**src/rtl/tmr_pkg.sv**
```systemverilog
package tmr_pkg;
  typedef enum logic [2:0] {
    CS_OFF    = 3'd0,
    CS_DIV1   = 3'd1,
    CS_DIV2   = 3'd2,
    CS_DIV4   = 3'd3,
    CS_DIV8   = 3'd4,
    CS_DIV64  = 3'd5,
    CS_DIV256 = 3'd6,
    CS_DIV1024 = 3'd7
  } clk_sel_e;

  // log2 of the divide ratio for each select code
  function automatic logic [3:0] div_shift(clk_sel_e sel);
    case (sel)
      CS_DIV2:    div_shift = 4'd1;
      CS_DIV4:    div_shift = 4'd2;
      CS_DIV8:    div_shift = 4'd3;
      CS_DIV64:   div_shift = 4'd6;
      CS_DIV256:  div_shift = 4'd8;
      CS_DIV1024: div_shift = 4'd10;
      default:    div_shift = 4'd0;
    endcase
  endfunction
endpackage

```
**src/rtl/tmr_prescaler.sv**
```systemverilog
module tmr_prescaler #(
  parameter int PRE_W = 10
) (
  input  logic                clk,
  input  logic                rst_n,
  input  tmr_pkg::clk_sel_e   sel,
  input  logic                restart,
  output logic                tick
);
  import tmr_pkg::*;

  logic [PRE_W-1:0] pre_cnt;
  logic [PRE_W:0]   full_mask;
  logic [PRE_W-1:0] mask;
  logic             running;

  assign running   = (sel != CS_OFF);
  assign full_mask = ({{PRE_W{1'b0}}, 1'b1} << div_shift(sel)) - 1'b1;
  assign mask      = full_mask[PRE_W-1:0];
  assign tick      = running && ((pre_cnt & mask) == mask);

  always_ff @(posedge clk or negedge rst_n) begin
    if (!rst_n)       pre_cnt <= '0;
    else if (restart) pre_cnt <= '0;
    else if (running) pre_cnt <= pre_cnt + 1'b1;
  end
endmodule

```
**src/rtl/tmr_shadow.sv**
```systemverilog
module tmr_shadow #(
  parameter int          W       = 16,
  parameter logic [W-1:0] RST_VAL = '0
) (
  input  logic         clk,
  input  logic         rst_n,
  input  logic         wr_en,
  input  logic [W-1:0] wr_data,
  input  logic         copy,
  output logic [W-1:0] active,
  output logic         pending
);
  logic [W-1:0] shadow;
  logic         take;

  assign take = copy && pending;

  always_ff @(posedge clk or negedge rst_n) begin
    if (!rst_n) begin
      shadow  <= '0;
      active  <= RST_VAL;
      pending <= 1'b0;
    end else begin
      if (take)  active <= shadow;
      if (wr_en) shadow <= wr_data;
      if (wr_en)     pending <= 1'b1;
      else if (take) pending <= 1'b0;
    end
  end
endmodule

```
**src/rtl/tmr_counter.sv**
```systemverilog
module tmr_counter #(
  parameter int CNT_W = 16
) (
  input  logic             clk,
  input  logic             rst_n,
  input  logic             tick,
  input  logic             dual,
  input  logic [CNT_W-1:0] per,
  input  logic [CNT_W-1:0] cmp,
  input  logic             load_en,
  input  logic [CNT_W-1:0] load_val,
  input  logic             restart,
  output logic [CNT_W-1:0] cnt,
  output logic             dir_down,
  output logic             wave,
  output logic             wrap_evt,
  output logic             hit_evt
);
  logic             step;
  logic             at_top, at_bot, hit;
  logic [CNT_W-1:0] cnt_nx;
  logic             dir_nx, wrap_nx, wave_nx;

  assign at_top = (cnt == per);
  assign at_bot = (cnt == '0);
  assign hit    = (cnt == cmp);
  assign step   = tick && !load_en && !restart;

  always_comb begin
    cnt_nx  = cnt;
    dir_nx  = dir_down;
    wrap_nx = 1'b0;
    if (!dual) begin
      dir_nx = 1'b0;
      if (at_top) begin
        cnt_nx  = '0;
        wrap_nx = 1'b1;
      end else begin
        cnt_nx = cnt + 1'b1;
      end
    end else if (!dir_down) begin
      if (at_top) dir_nx = 1'b1;
      else        cnt_nx = cnt + 1'b1;
    end else begin
      if (at_bot) begin
        dir_nx  = 1'b0;
        wrap_nx = 1'b1;
      end else begin
        cnt_nx = cnt - 1'b1;
      end
    end
  end

  always_comb begin
    wave_nx = wave;
    if (!dual) begin
      if (wrap_nx)  wave_nx = 1'b1;
      else if (hit) wave_nx = 1'b0;
    end else if (hit) begin
      wave_nx = dir_down;
    end
  end

  assign wrap_evt = step && wrap_nx;
  assign hit_evt  = step && hit;

  always_ff @(posedge clk or negedge rst_n) begin
    if (!rst_n) begin
      cnt      <= '0;
      dir_down <= 1'b0;
      wave     <= 1'b0;
    end else begin
      if (load_en)      cnt <= load_val;
      else if (restart) cnt <= '0;
      else if (step)    cnt <= cnt_nx;

      if (restart) begin
        dir_down <= 1'b0;
        wave     <= 1'b0;
      end else if (step) begin
        dir_down <= dir_nx;
        wave     <= wave_nx;
      end
    end
  end
endmodule

```
**src/rtl/tmr_core.sv**
```systemverilog
module tmr_core #(
  parameter int CNT_W = 16,
  parameter int PRE_W = 10
) (
  input  logic             clk,
  input  logic             rst_n,
  input  logic [2:0]       clk_sel,
  input  logic             dual_slope,
  input  logic             per_wr_en,
  input  logic [CNT_W-1:0] per_wr_data,
  input  logic             cmp_wr_en,
  input  logic [CNT_W-1:0] cmp_wr_data,
  input  logic             cnt_wr_en,
  input  logic [CNT_W-1:0] cnt_wr_data,
  input  logic             cmd_update,
  input  logic             cmd_restart,
  input  logic             ovf_clr,
  input  logic             cmp_clr,
  output logic [CNT_W-1:0] cnt,
  output logic [CNT_W-1:0] per,
  output logic [CNT_W-1:0] cmp,
  output logic             per_pending,
  output logic             cmp_pending,
  output logic             dir_down,
  output logic             wave_out,
  output logic             ovf_flag,
  output logic             cmp_flag
);
  import tmr_pkg::*;

  localparam logic [CNT_W-1:0] PER_RST = {CNT_W{1'b1}};
  localparam int               NBUF    = 2;

  logic             tick;
  logic             wrap_evt, hit_evt, copy;
  logic [NBUF-1:0]  sh_wr;
  logic [CNT_W-1:0] sh_data [NBUF];
  logic [CNT_W-1:0] sh_act  [NBUF];
  logic [NBUF-1:0]  sh_pend;

  tmr_prescaler #(.PRE_W(PRE_W)) u_pre (
    .clk     (clk),
    .rst_n   (rst_n),
    .sel     (clk_sel_e'(clk_sel)),
    .restart (cmd_restart),
    .tick    (tick)
  );

  assign copy       = cmd_update || wrap_evt;
  assign sh_wr      = {cmp_wr_en, per_wr_en};
  assign sh_data[0] = per_wr_data;
  assign sh_data[1] = cmp_wr_data;

  for (genvar g = 0; g < NBUF; g++) begin : g_shadow
    tmr_shadow #(
      .W       (CNT_W),
      .RST_VAL ((g == 0) ? PER_RST : {CNT_W{1'b0}})
    ) u_sh (
      .clk     (clk),
      .rst_n   (rst_n),
      .wr_en   (sh_wr[g]),
      .wr_data (sh_data[g]),
      .copy    (copy),
      .active  (sh_act[g]),
      .pending (sh_pend[g])
    );
  end

  assign per         = sh_act[0];
  assign cmp         = sh_act[1];
  assign per_pending = sh_pend[0];
  assign cmp_pending = sh_pend[1];

  tmr_counter #(.CNT_W(CNT_W)) u_cnt (
    .clk      (clk),
    .rst_n    (rst_n),
    .tick     (tick),
    .dual     (dual_slope),
    .per      (per),
    .cmp      (cmp),
    .load_en  (cnt_wr_en),
    .load_val (cnt_wr_data),
    .restart  (cmd_restart),
    .cnt      (cnt),
    .dir_down (dir_down),
    .wave     (wave_out),
    .wrap_evt (wrap_evt),
    .hit_evt  (hit_evt)
  );

  always_ff @(posedge clk or negedge rst_n) begin
    if (!rst_n) begin
      ovf_flag <= 1'b0;
      cmp_flag <= 1'b0;
    end else begin
      if (wrap_evt)     ovf_flag <= 1'b1;
      else if (ovf_clr) ovf_flag <= 1'b0;
      if (hit_evt)      cmp_flag <= 1'b1;
      else if (cmp_clr) cmp_flag <= 1'b0;
    end
  end
endmodule

```
**config.mk**
```make
export PLATFORM = sky130hd
export DESIGN_NAME = tmr_core
export DESIGN_NICKNAME = d
export VERILOG_FILES = /design/src/rtl/tmr_pkg.sv /design/src/rtl/tmr_prescaler.sv /design/src/rtl/tmr_shadow.sv /design/src/rtl/tmr_counter.sv /design/src/rtl/tmr_core.sv
export SDC_FILE = /design/constraint.sdc
export NUM_CORES = 1
export LEC_CHECK = 0
export BUFFER_PORTS_ARGS = -buffer_cell sky130_fd_sc_hd__buf_2
export CORE_MARGIN = 1
export CORE_UTILIZATION = 35
export DETAILED_ROUTE_END_ITERATION = 10
export MAX_ROUTING_LAYER = met4
export PLACE_DENSITY = 0.62
export SETUP_SLACK_MARGIN = 0.02
export SLEW_MARGIN = 10
export SYNTH_ARGS = -nofsm -noshare
export SYNTH_HDL_FRONTEND = slang
export SYNTH_HIERARCHICAL = 1
export SYNTH_SLANG_ARGS = --single-unit
```
**constraint.sdc**
```tcl
create_clock -name clk -period 6.75 [get_ports clk]
set_input_delay 2.025 -clock clk [delete_from_list [all_inputs] [get_ports clk]]
set_output_delay 2.025 -clock clk [all_outputs]
set_load 0.01 [all_outputs]
```
==> results of run 1 <==
-- critical path: cells and delay by family --
family,cells,cell delay [ps]
fa+ha+maj,1,270
buf+inv,1,160
simple gates,5,1660
mux,1,340
compound gates,3,580
-- where the power goes --
part           internal, mW  switching [mW]
logic                 0.148           0.132
clock network         0.299           0.249
registers             0.657          0.0879
-- cell usage in the layout, fill, tap and decap left out, types with 7 or more instances in the layout --
cell,Yosys,layout
a21oi_1,25,25
buf_2,13,113
clkbuf_16,0,9
inv_1,8,8
mux2_4,21,21
nor4_1,10,10
dfstp_2,16,16
mux2_2,44,44
nand2_1,49,49
and3_1,7,7
dfrtp_1,80,80
xor2_1,36,36
nor2_1,24,24
o211ai_1,8,8
-- area by class of cell --
type | count | area [µm²]
Inverter | 8 | 30.0
Sequential cell | 96 | 2420
Clock inverter | 7 | 90.1
Clock buffer | 9 | 225
Fill cell | 1408 | 8380
Multi-Input combinational cell | 328 | 2520
Tap cell | 184 | 230
Timing Repair Buffer | 116 | 588
-- cell families after synthesis --
logic type               Yosys count  synth area share [%]
AO/OA/AOI/OAI                     76                  10.2
XOR/XNOR                          40                  6.78
adder cells (fa/ha/maj)            4                 0.969
buffers and inverters             36                  4.36
flip-flops                        96                  46.9
multiplexers                      66                  15.9
AND/OR/NAND/NOR                  142                  14.8
-- synth_stat cells, types with 2 or more instances --
cell,instances,area [µm²]
or3_4,2,22.5
mux2_4,21,315
o2bb2ai_1,2,17.5
nor2_1,24,90.1
o21ai_1,4,20.0
o31a_1,3,26.3
xor2_1,36,315
nor4_2,4,50.1
a21o_1,5,37.5
and4_1,2,17.5
nand3_1,5,25.0
nor2b_1,4,25.0
a32oi_1,2,17.5
mux2_2,44,495
nor4_1,10,62.6
nand4_1,4,25.0
clkbuf_1,6,22.5
a31oi_1,4,25.0
ha_1,4,50.1
nand2_4,2,22.5
buf_2,13,65.1
o21bai_1,3,22.5
dfrtp_1,80,2000
and2_1,4,25.0
buf_12,2,40.0
inv_1,8,30.0
nor3_2,2,20.0
dfstp_2,16,420
xnor2_1,4,35.0
buf_6,4,45.0
o31ai_1,3,22.5
o21ai_0,2,10.0
a21oi_1,25,125
nand2_1,49,184
and3_1,7,43.8
buf_4,3,22.5
o211ai_1,8,60.1
o211ai_2,3,37.5
or2_1,2,12.5
a41oi_1,2,17.5
nor3_1,6,30.0
nand2b_1,4,25.0
or3_1,6,37.5
-- sequential cells by signal (all words and copies together) (netlist names) --
register	flops
cmp_flag	1
u_cnt/wave	1
u_cnt/dir_down	1
u_cnt/cnt	16
g_shadow.u_sh/pending	2
g_shadow.u_sh/active	32
ovf_flag	1
u_pre/pre_cnt	10
g_shadow.u_sh/shadow	32
-- through the flow --
step,instances,power [mW]
2_1_floorplan,460,0.916
3_3_place_gp,732,1.03
3_5_place_dp,732,1.04
4_1_cts,748,1.59
5_1_grt,748,1.65
6_report,748,1.57
-- per-layer routing --
layer / track usage [%] / up-vias / routed length, µm
met5: - / - / 0
met4: 9.49 / 0 / 257
met3: 4.15 / 17 / 954
met2: 28.2 / 146 / 6360
met1: 24.9 / 1957 / 6060
li1: - / 1839 / -
-- worst paths after layout --
check	depth (start not counted)	slack (ps)	end
worst max-delay path	11	1940	g_shadow[1].u_sh/active[7]$_DFFE_PN0P_
worst min-delay path	1	480	cmp_flag$_DFFE_PN0P_
worst max register to register	8	3270	g_shadow[1].u_sh/active[7]$_DFFE_PN0P_
worst min register to register	1	480	cmp_flag$_DFFE_PN0P_
max in group asynchronous	2	3990	g_shadow[0].u_sh/shadow[4]$_DFFE_PN0P_
min in group asynchronous	1	1640	u_cnt/cnt[11]$_DFFE_PN0P_
==> impl_results.md, run 1 <==
* Tmin final at 4810 ps
* Post-route setup slack at 1940 ps
* CP endpoint kind: register
* Largest net degree at the start of global routing at 59
* Worst IR drop on VDD at 108 µV
* Cell count after synthesis at 460
* Worst EP arrival at 5050 ps
* Worst setup path class: in2reg
* Synth warnings at 6
* Clk slew on worst S/H paths at 80 ps
* Max Slew Vio Count at 0
* Clock root buffer: clkbuf_16
* Post-CTS setup buffers at 0
* Clock Path Buffers at 2
* Fin crit share at 71.3%
* Max-Cap Viols at 0
* CTS buffer count at 9
* Worst skew pair latency at 360 ps
* Antenna violations before repair at 0
* Most common flop cell mapped by yosys: dfrtp_1
* Leak at 2.77 nW
* Vias at 3959
* Floorplan row count at 44
* Dpl cell area at 5790 µm²
* Worst-Margin Slew at 722 ps
* Endpoints failing hold at 0
* PortBufs at 114
* Synth cell types at 59
* CP Max Fanout at 16
* Avg WL per Cell at 18.2 µm
* Nature of the critical path startpoint: input pin
* Register area share after synthesis at 46.9%
* Die Area at 15200 µm²
* Critical Path Max Stage Delay at 610 ps
* Initial core utilization at 35.7%
* Max frequency at 208 MHz
* Die Wd at 123 µm
* Io pins at 115
* Nets at 624
* Syn nets at 525
* Final wirelength at 13.6 mm
* Routed Antenna Nets at 0
* Clock Skews at 11.3 ps
* Syn Area/Cell at 11.2 µm²
* Starting DRT DRC Count at 222
* Unrepaired setup endpoints after global routing: false
* Total grt overflow at 0
* Clock sinks at 96
* Gr usage total at 19.2%
* Mapped Area at 5160 µm²
* Power density over the cells at 258 nW/µm²
* Gpl congestion at 0.892
* Area growth syn-to-layout at 18.2%
* CP required at 6990 ps
* Hpwl dp at 9.89 mm
* Worst slew margin at 51.9%
* CTS tree: done
* Die Height at 123 µm
* #FFs+latches synth at 96
* Dpl ws at 1580 ps
* # diodes at 0
* Final setup viols at 0
* Critical path startpoint: clk_sel[1]
* CP max-delay cell: nor4_1
* Drt pass-1 iters at 5
* Core region area at 14500 µm²
* Worst hold path class: reg2reg
* Vias per inst at 5.29
* Hold_ws at 481 ps
* First-pass GRT wire length at 21.0 mm
* Util after Layout at 42.2%
* Reg2reg start: u_cnt/cnt[2]$_DFFE_PN0P_
* H-tree depth at 3
* Fin area at 6100 µm²
* Post-synth EDFFs at 0
* Ys async rst share at 100%
* DRC Markers at 0
* Hold Path Origin: cmp_flag$_DFFE_PN0P_
* Hold buffer count at cts at 0
* Cells along the critical path: buf_2 -> or2_1 -> ha_1 -> a21oi_1 -> a211oi_1 -> nor4_1 -> nand2_1 -> a21oi_1 -> or2_1 -> nand2_4 -> mux2_4
* Setup_tns at 0 ps
* Vias in the first global route at 3955
* CTS resizes at 0
* Status: finished clean
* Layout cell share with drive strength beyond 1 at 41.0%
Note: power is estimated with default switching activity, not from simulation.
==> run 2: changes to the inputs <==
- clock period: 6.75 -> 4.94 ns (I/O delays scaled with it)
==> impl_results.md, run 2 (synthesis results as in run 1) <==
* Status: finished clean
* CTS buffer count at 9
* Final wirelength at 13.6 mm
* Core region area at 14500 µm²
* Worst hold path class: reg2reg
* Worst slew margin at 37.9%
* Endpoints failing hold at 0
* Vias per inst at 5.20
* Largest net degree at the start of global routing at 74
* # diodes at 0
* Most frequent cells in the layout: buf_2, dfrtp_1, nand2_1
* Total grt overflow at 0
* Floorplan row count at 44
* Clock sinks at 96
* Vias in the first global route at 3795
* Vias at 3893
* Gr usage total at 19.5%
* Die Wd at 123 µm
* CP required at 5180 ps
* CP max-delay cell: nor4_1
* Routing usage on met2 at 28.6%
* Worst IR drop on VDD at 226 µV
* CP endpoint kind: register
* DRC Markers at 0
* H-tree depth at 3
* Clock root buffer: clkbuf_16
* Most common cell after layout, fill and taps aside: buf_2
* Nature of the critical path startpoint: input pin
* Antenna violations before repair at 0
* Die Height at 123 µm
* Post-CTS setup buffers at 0
* Footprint of the multi-input gates at 2520 µm²
* Util after Layout at 42.0%
* Fin crit share at 87.3%
* Dpl ws at 309 ps
* Max Slew Vio Count at 0
* Avg WL per Cell at 18.2 µm
* Biggest regs: g_shadow.u_sh/active: 32 flops, g_shadow.u_sh/shadow: 32 flops, u_cnt/cnt: 16 flops
* Inst Count DP at 732
* CTS tree: done
* Met3 Use GR at 4.06%
* Clock Skews at 8.72 ps
* Worst EP arrival at 4550 ps
* Max frequency at 232 MHz
* Register area at 2420 µm²
* PortBufs at 114
* CP Max Fanout at 16
* Nets at 624
* Setup_tns at 0 ps
* Post-route setup slack at 627 ps
* Io pins at 115
* Area growth syn-to-layout at 17.9%
* Final setup viols at 0
* Drt pass-1 iters at 4
* Worst-Margin Slew at 932 ps
* Tmin final at 4310 ps
* Gpl congestion at 0.872
* Unrepaired setup endpoints after global routing: false
* Clk slew on worst S/H paths at 60 ps
* First-pass GRT wire length at 21.3 mm
* Initial core utilization at 35.7%
* Hpwl dp at 9.89 mm
* Power density over the cells at 348 nW/µm²
* Layout cell share with drive strength beyond 1 at 40.6%
* CTS resizes at 0
* Max-Cap Viols at 0
* Clock Path Buffers at 2
* Leak at 2.75 nW
* Met1 usage at 26.8%
* Worst setup path class: in2reg
* Die Area at 15200 µm²
* Fin cells at 748
* Routed Antenna Nets at 0
* Starting DRT DRC Count at 248
* Worst skew pair latency at 350 ps
* Filler instances at 1443
* GRT busiest layer: met2
* Critical Path Max Stage Delay at 640 ps
* Hold buffer count at cts at 0
* Cells along the critical path: buf_2 -> or2_1 -> ha_1 -> nand2_1 -> mux2i_1 -> a211oi_1 -> nor4_1 -> nand2_1 -> a21oi_1 -> or2_1 -> nand2_4 -> mux2_4
run 2: final timing paths:
path / endpoint / depth (start not counted) / from / slack [ps]
min in group asynchronous: u_cnt/cnt[13]$_DFFE_PN0P_ / 1 / rst_n / 1280
max in group asynchronous: g_shadow[0].u_sh/active[13]$_DFFE_PN1P_ / 2 / rst_n / 2740
min reg2reg: cmp_flag$_DFFE_PN0P_ / 1 / cmp_flag$_DFFE_PN0P_ / 490
max: g_shadow[1].u_sh/active[3]$_DFFE_PN0P_ / 12 / clk_sel[1] / 630
max reg2reg: g_shadow[1].u_sh/active[3]$_DFFE_PN0P_ / 8 / u_cnt/cnt[2]$_DFFE_PN0P_ / 1540
min: cmp_flag$_DFFE_PN0P_ / 1 / cmp_flag$_DFFE_PN0P_ / 490
run 2: metrics by stage:
| stage | power [mW] | hold slack [ps] | instance area, µm² |
|---|---|---|---|
| CTS | 2.15 | 494 | 6090 |
| global placement | 1.41 | 459 | 5790 |
| global route | 2.23 | 506 | 6090 |
| finish | 2.12 | 495 | 6090 |
| floorplan | 1.25 | 477 | 5160 |
| detailed placement | 1.42 | 469 | 5790 |
run 2: where the power goes:
group	switching, mW	internal (mW)
Clock	0.311	0.409
Sequential	0.120	0.898
Combinational	0.181	0.203
run 2: critical path, delay by kind of cell:
kind | cells | cell delay (ps)
AND/OR/NAND/NOR | 6 | 1690
multiplexers | 2 | 490
AO/OA/AOI/OAI | 2 | 420
adder cells (fa/ha/maj) | 1 | 270
buffers and inverters | 1 | 200
run 2: routing by layer:
metal	up-vias	part of all wire, %
li1	1838	-
met1	1913	45
met2	124	46
met3	18	6.6
met4	0	1.8
met5	-	0
run 2: area by class of cell:
type / instances / area share [%]
Sequential cell: 96 / 39.8
Clock inverter: 4 / 0.884
Multi-Input combinational cell: 328 / 41.3
Clock buffer: 12 / 4.05
Tap cell: 184 / 3.78
Timing Repair Buffer: 116 / 9.66
Inverter: 8 / 0.493
